==> config.mk <==
export PLATFORM = sky130hd
export DESIGN_NAME = cshift_top
export DESIGN_NICKNAME = d
export VERILOG_FILES = /design/src/rtl/cshift_pkg.sv /design/src/rtl/cshift_decode.sv /design/src/rtl/cshift_core.sv /design/src/rtl/cshift_top.sv
export SDC_FILE = /design/constraint.sdc
export NUM_CORES = 1
export LEC_CHECK = 0
export BUFFER_PORTS_ARGS = -buffer_cell sky130_fd_sc_hd__buf_2
export CELL_PAD_IN_SITES_DETAIL_PLACEMENT = 1
export CELL_PAD_IN_SITES_GLOBAL_PLACEMENT = 2
export CORE_UTILIZATION = 33
export DETAILED_ROUTE_END_ITERATION = 10
export PLACE_DENSITY = 0.92
export SYNTH_ARGS = -nofsm -noshare
export SYNTH_HDL_FRONTEND = slang
export SYNTH_HIERARCHICAL = 1
export SYNTH_SLANG_ARGS = --single-unit
==> constraint.sdc <==
create_clock -name vclk -period 5.2
set_input_delay 0.78 -clock vclk [all_inputs]
set_output_delay 0.78 -clock vclk [all_outputs]
set_load 0.1 [all_outputs]
==> src/rtl/cshift_pkg.sv <==
package cshift_pkg;
  localparam int DATA_W = 16;
  localparam int AMT_W  = $clog2(DATA_W);
  localparam int FLD_W  = 5;
  localparam int IMM3_W = 3;

  typedef enum logic [2:0] {
    KIND_SRL = 3'b001,
    KIND_SRA = 3'b010,
    KIND_SLL = 3'b100
  } shift_kind_e;
endpackage

==> src/rtl/cshift_decode.sv <==
module cshift_decode
  import cshift_pkg::*;
(
  input  logic              sign_i,
  input  logic [FLD_W-1:0]  fld_i,
  input  logic [DATA_W-1:0] rs2_i,
  output shift_kind_e       kind_o,
  output logic [AMT_W-1:0]  amt_o
);
  logic [AMT_W-1:0] reg_amt;
  logic [AMT_W-1:0] imm_amt;
  logic [AMT_W-1:0] imm3_amt;

  // Register amount keeps only the bits that can address a data position.
  assign reg_amt  = rs2_i[AMT_W-1:0];
  assign imm_amt  = fld_i[AMT_W-1:0];
  assign imm3_amt = AMT_W'(fld_i[IMM3_W-1:0]);

  always_comb begin
    kind_o = KIND_SRL;
    amt_o  = imm_amt;
    if (!sign_i) begin
      kind_o = fld_i[4] ? KIND_SRA : KIND_SRL;
      amt_o  = imm_amt;
    end else begin
      unique case (fld_i[4:3])
        2'b00:   begin kind_o = KIND_SRL; amt_o = reg_amt;  end
        2'b01:   begin kind_o = KIND_SLL; amt_o = reg_amt;  end
        2'b10:   begin kind_o = KIND_SRA; amt_o = reg_amt;  end
        default: begin kind_o = KIND_SLL; amt_o = imm3_amt; end
      endcase
    end
  end
endmodule

==> src/rtl/cshift_core.sv <==
module cshift_core
  import cshift_pkg::*;
(
  input  logic [DATA_W-1:0] data_i,
  input  logic [AMT_W-1:0]  amt_i,
  input  shift_kind_e       kind_i,
  output logic [DATA_W-1:0] data_o
);
  logic              go_left;
  logic              fill;
  logic [DATA_W-1:0] data_rev;
  logic [DATA_W-1:0] net_out_rev;
  logic [DATA_W-1:0] stage [0:AMT_W];

  assign go_left = (kind_i == KIND_SLL);
  assign fill    = (kind_i == KIND_SRA) & data_i[DATA_W-1];

  // Left shifts reuse the right-shift network on the bit-reversed value.
  for (genvar b = 0; b < DATA_W; b++) begin : g_rev
    assign data_rev[b]    = data_i[DATA_W-1-b];
    assign net_out_rev[b] = stage[AMT_W][DATA_W-1-b];
  end

  assign stage[0] = go_left ? data_rev : data_i;

  for (genvar s = 0; s < AMT_W; s++) begin : g_stage
    localparam int SH = 1 << s;
    assign stage[s+1] = amt_i[s] ? {{SH{fill}}, stage[s][DATA_W-1:SH]}
                                 : stage[s];
  end

  assign data_o = go_left ? net_out_rev : stage[AMT_W];
endmodule

==> src/rtl/cshift_top.sv <==
module cshift_top
  import cshift_pkg::*;
(
  input  logic              sign_i,
  input  logic [FLD_W-1:0]  fld_i,
  input  logic [DATA_W-1:0] operand_i,
  input  logic [DATA_W-1:0] rs2_i,
  output logic [DATA_W-1:0] result_o,
  output logic [2:0]        kind_o
);
  shift_kind_e      kind;
  logic [AMT_W-1:0] amt;

  cshift_decode u_decode (
    .sign_i (sign_i),
    .fld_i  (fld_i),
    .rs2_i  (rs2_i),
    .kind_o (kind),
    .amt_o  (amt)
  );

  cshift_core u_core (
    .data_i (operand_i),
    .amt_i  (amt),
    .kind_i (kind),
    .data_o (result_o)
  );

  assign kind_o = kind;
endmodule

==> results of run 1 <==
power breakdown:
group	internal, uW	switching, uW	total [uW]
registers	0	0	0
clock network	0	0	0
logic	118	318	436
total	118	318	436
metrics by stage:
stage	TNS [ns]	area (sq um)	hold WS [ns]	util, %
detailed placement	0	2000	2.09	41.6
floorplan	-0.422	1760	1.68	-
CTS	0	2000	2.09	41.6
global placement	0	2000	2.08	41.6
global route	0	2000	2.11	41.6
finish	0	2000	2.09	41.6
final cells by class:
| class | count | share of cell area, % |
|---|---|---|
| inverter | 4 | 0.750 |
| multi-input combinational | 180 | 81.9 |
| tap | 67 | 4.18 |
| timing repair buffer | 50 | 13.1 |
routing by layer:
layer / vias to the layer above / GRT usage [%] / share of wire (%)
met1: 917 / 33.4 / 47
met5: - / 0 / 0
met4: 0 / 1.07 / 0
met2: 61 / 36.5 / 48
met3: 0 / 0.274 / 4.5
li1: 878 / - / -
critical path: stages:
cell	delay, ns
buf_2	0.13
and2_2	0.27
nor2b_4	0.21
or3b_1	0.64
mux4_1	0.72
mux2i_1	0.16
o21ai_0	0.18
a22oi_2	0.22
buf_2	0.44
kinds of logic (layout without fill, tap and decap cells):
kind of cell / count (synthesis) / count (layout) / synth area share [%]
AOI/OAI and AO/OA: 63 / 63 / 25.4
buffers and inverters: 24 / 54 / 6.96
muxes: 62 / 62 / 49.6
and+or+nand+nor: 55 / 55 / 18.0
path summary, 6_finish.rpt:
path	startpoint	to	slack (ns)
worst max-delay path	fld_i[3]	result_o[9]	0.66
worst min-delay path	fld_i[4]	kind_o[0]	2.09
cells in the final DEF, fill, tap and decap left out, types with 2 or more instances in the layout:
cell type | synthesis | layout
a211oi_1 | 4 | 4
mux4_2 | 11 | 11
mux4_1 | 3 | 3
nand3_1 | 5 | 5
a21oi_1 | 13 | 13
o311ai_0 | 2 | 2
a21boi_0 | 2 | 2
nor2_1 | 16 | 15
a31oi_2 | 0 | 5
nand2_1 | 12 | 12
and2_1 | 2 | 2
mux2i_1 | 32 | 31
o21ai_0 | 15 | 13
mux2_4 | 3 | 3
buf_2 | 4 | 45
inv_1 | 3 | 3
nor2b_1 | 4 | 3
and4bb_2 | 3 | 3
a22oi_1 | 3 | 2
o211ai_1 | 2 | 2
mux2_2 | 13 | 13
a32oi_1 | 2 | 2
a2bb2oi_1 | 2 | 2
buf_4 | 2 | 5
o21ai_1 | 1 | 2
and3_1 | 2 | 2
nor3_1 | 4 | 3
==> reports/results.ini, run 1 <==
[finish]
nFlopsAndLatches = 0
layout-drive-gt1-share_pct = 40.6
area_growth_pct = 18.6
fin_cells = 301
multiInputGateArea_sq_um = 1640
fill_cells = 612
diodes = 0
seqCellArea_sq_um = 0
final.clkbuf_count = 0
nets = 274

[logic_synthesis]
syn_inst = 204
ys_top_cells_by_area = mux2i_1 19%, mux4_2 15%, mux2_2 8.7%, mux4_1 4.7%, o21ai_0 4.4%
synth_seq_area_share_pct = 0
yosys_warnings = 6
synth_top_area_share_pct = 19.0
syn-num-nets = 242
post-synth-top-count-cell = mux2i_1
avgSynthCellArea_sq_um = 8.28
synth_cell_types = 48
synth_common_cells = 32 x mux2i_1, 16 x nor2_1, 15 x o21ai_0
netlist_area_sq_um = 1690
synth_area_leader_cell = mux2i_1

[die]
placementRows = 25
core_sq_um = 4820
dieArea_sq_um = 5410
die_y_um = 73.5
pin_count = 57
start_util_pct = 35.1
die_width_um = 73.5

[pwr]
peakVddDrop_mv = 0.117
power_uw = 436
p_per_area_nw_per_um2 = 217
power.leakage_uw = 0.000835

[route]
vias = 1856
route.detailed.drc = 0
drtAntennaViolNets = 0
dr.first_iter.drc_count = 140
wl_per_cell_um = 19.2
via_per_inst = 6.17
wl_um = 5780
dr.pass1.iters = 4

[placement]
pre_cts_ws_ns = 0.679
dp_hpwl_um = 4520
dp.cells = 301
routabilityCongestion = 0.822
io_buffer_count = 45

[run_status]
status = completed

[timing]
hold_viol_final = 0
setup_ws_ns = 0.655
tightest_slew_ns = 0.754
rsz0062_at_grt = false
setup_viol = 0
max_slew_margin_pct = 49.7
fmax_ghz = 0.220
min_period_over_period_pct = 87.4
min_period_ns = 4.54
maxSlewViolCount = 0

[global_route]
grt_use_total_pct = 22.0
antenna_found_initial = 0
grt_pass1_wl_um = 9250
grt_pass1_vias = 1697
grt_max_degree = 40
grt-ovfl-total = 0

[setup_path]
arrival_ns = 3.76
crit_required_ns = 4.42
endpoint_kind = output pin
crit_fanout = 15
start_kind = input pin
crit_type = input pin to output pin

[hold_path]
hold_depth = 3
hold_class = input pin to output pin

[cts]
cts.repair.resized = 0
post_cts_buffers = 0
hold_buffers = 0

[flow_run]
max_cap_viol_count = 0

Note: power is estimated with default switching activity, not from simulation.
==> run 2: changes to the inputs <==
--- a/config.mk
+++ b/config.mk
@@ -5,11 +5,11 @@
 export SDC_FILE = /design/constraint.sdc
 export NUM_CORES = 1
 export LEC_CHECK = 0
-export BUFFER_PORTS_ARGS = -buffer_cell sky130_fd_sc_hd__buf_2
 export CELL_PAD_IN_SITES_DETAIL_PLACEMENT = 1
 export CELL_PAD_IN_SITES_GLOBAL_PLACEMENT = 2
-export CORE_UTILIZATION = 33
+export CORE_UTILIZATION = 42
 export DETAILED_ROUTE_END_ITERATION = 10
+export DONT_BUFFER_PORTS = 1
 export PLACE_DENSITY = 0.92
 export SYNTH_ARGS = -nofsm -noshare
 export SYNTH_HDL_FRONTEND = slang
==> run 2 against run 1 <==
  * Final cell count shrank 16%
  * Hold slack lost 0.26 ns
  * Sequential share of layout area is the same
  * Power grew 16%
  * Design area grew 5.1%
  * Combinational power grew 16%
  * Routed wire length grew 1.2%
  * Flip-flop and latch count is the same
  * Maximum frequency grew 0.87%
==> reports/results.ini, run 2 (same netlist as run 1, synthesis figures left out) <==
[run_status]
status = completed

[finish]
diodes = 0
final_util_pct = 55.8
multiInputGateArea_sq_um = 1670
layout-drive-gt1-share_pct = 35.0
final.clkbuf_count = 0
fill_cells = 421
seqCellArea_sq_um = 0
final_cell_mix = 31 x mux2i_1, 16 x buf_12, 15 x nor2_1, 13 x mux2_2, 13 x o21ai_0
area_growth_pct = 24.7
fin_area_sq_um = 2110
final_common_cell = mux2i_1
nFlopsAndLatches = 0
nets = 246

[timing]
maxSlewViolCount = 0
min_period_ns = 4.51
max_slew_margin_pct = 54.3
hold_slack_ns = 1.83
setup_tns_ns = 0
hold_viol_final = 0
setup_ws_ns = 0.694
min_period_over_period_pct = 86.6
setup_viol = 0
tightest_slew_ns = 0.685
fmax_ghz = 0.222
rsz0062_at_grt = false

[pwr]
peakVddDrop_mv = 0.0944
power.leakage_uw = 0.000804
p_per_area_nw_per_um2 = 240

[setup_path]
crit_type = input pin to output pin
crit_required_ns = 4.42
cp_slowest_cell = and2_2
start_kind = input pin
critPathBufInv = 2
arrival_ns = 3.73
cp_cell_sequence = and2_2, nor2b_4, or3b_1, buf_4, a211oi_1, o32ai_1, nor4_1, nor3_4, buf_12
endpoint_kind = output pin
cp_top_family = simple AND/OR/NAND/NOR gates
cpPeakStageDelay_ns = 0.58
crit_fanout = 28

[die]
placementRows = 22
die_width_um = 65.4
core_sq_um = 3770
die_y_um = 65.4
pin_count = 57
dieArea_sq_um = 4280
start_util_pct = 44.8

[placement]
routabilityCongestion = 0.929
post_dp_cell_area_sq_um = 2110
dp_hpwl_um = 4510
pre_cts_ws_ns = 0.725
io_buffer_count = 0

[route]
wl_per_cell_um = 23.0
via_per_inst = 7.04
top_layer = met4
wl_met1_um = 2280
route.met2.wl_um = 3010
wl_um = 5850
route.detailed.drc = 0
dr.first_iter.drc_count = 121
drtAntennaViolNets = 0
vias = 1787
dr.pass1.iters = 4
wl_met3_um = 409

[flow_run]
max_cap_viol_count = 0

[cts]
hold_buffers = 0
post_cts_buffers = 0
cts.repair.resized = 0

[global_route]
grt_max_degree = 40
grt_use_total_pct = 28.2
grt-ovfl-total = 0
antenna_found_initial = 0
grt_pass1_vias = 1894
grt_pass1_wl_um = 9400

[hold_path]
hold_class = input pin to output pin

## run 2: power by group
group	internal [uW]	leakage (uW)	switching (uW)
Clock	0	0	0
Sequential	0	0	0
Combinational	183	0.000804	323
Total	183	0.000804	323
## run 2: cell type report
cell class,instances,share of cell area (%)
multi-input combinational,180,79.1
timing repair buffer,22,17.3
tap,48,2.85
inverter,4,0.713
## run 2: stage by stage
| step | std cells | total power [uW] |
|---|---|---|
| detailed placement | 254 | 504 |
| finish | 254 | 506 |
| global route | 254 | 525 |
| floorplan | 204 | 355 |
| CTS | 254 | 505 |
| global placement | 254 | 490 |
## run 2: path summary, 6_finish.rpt
path | from | end | slack (ns) | cells after the start
max | fld_i[3] | result_o[14] | 0.69 | 9
min | fld_i[4] | kind_o[0] | 1.83 | 2
## run 2: metal layers
layer  up-vias  GRT usage (%)
met5         -              0
met4         0           9.24
met3        15           2.78
met2        89           51.0
met1       860           34.4
li1        823              -
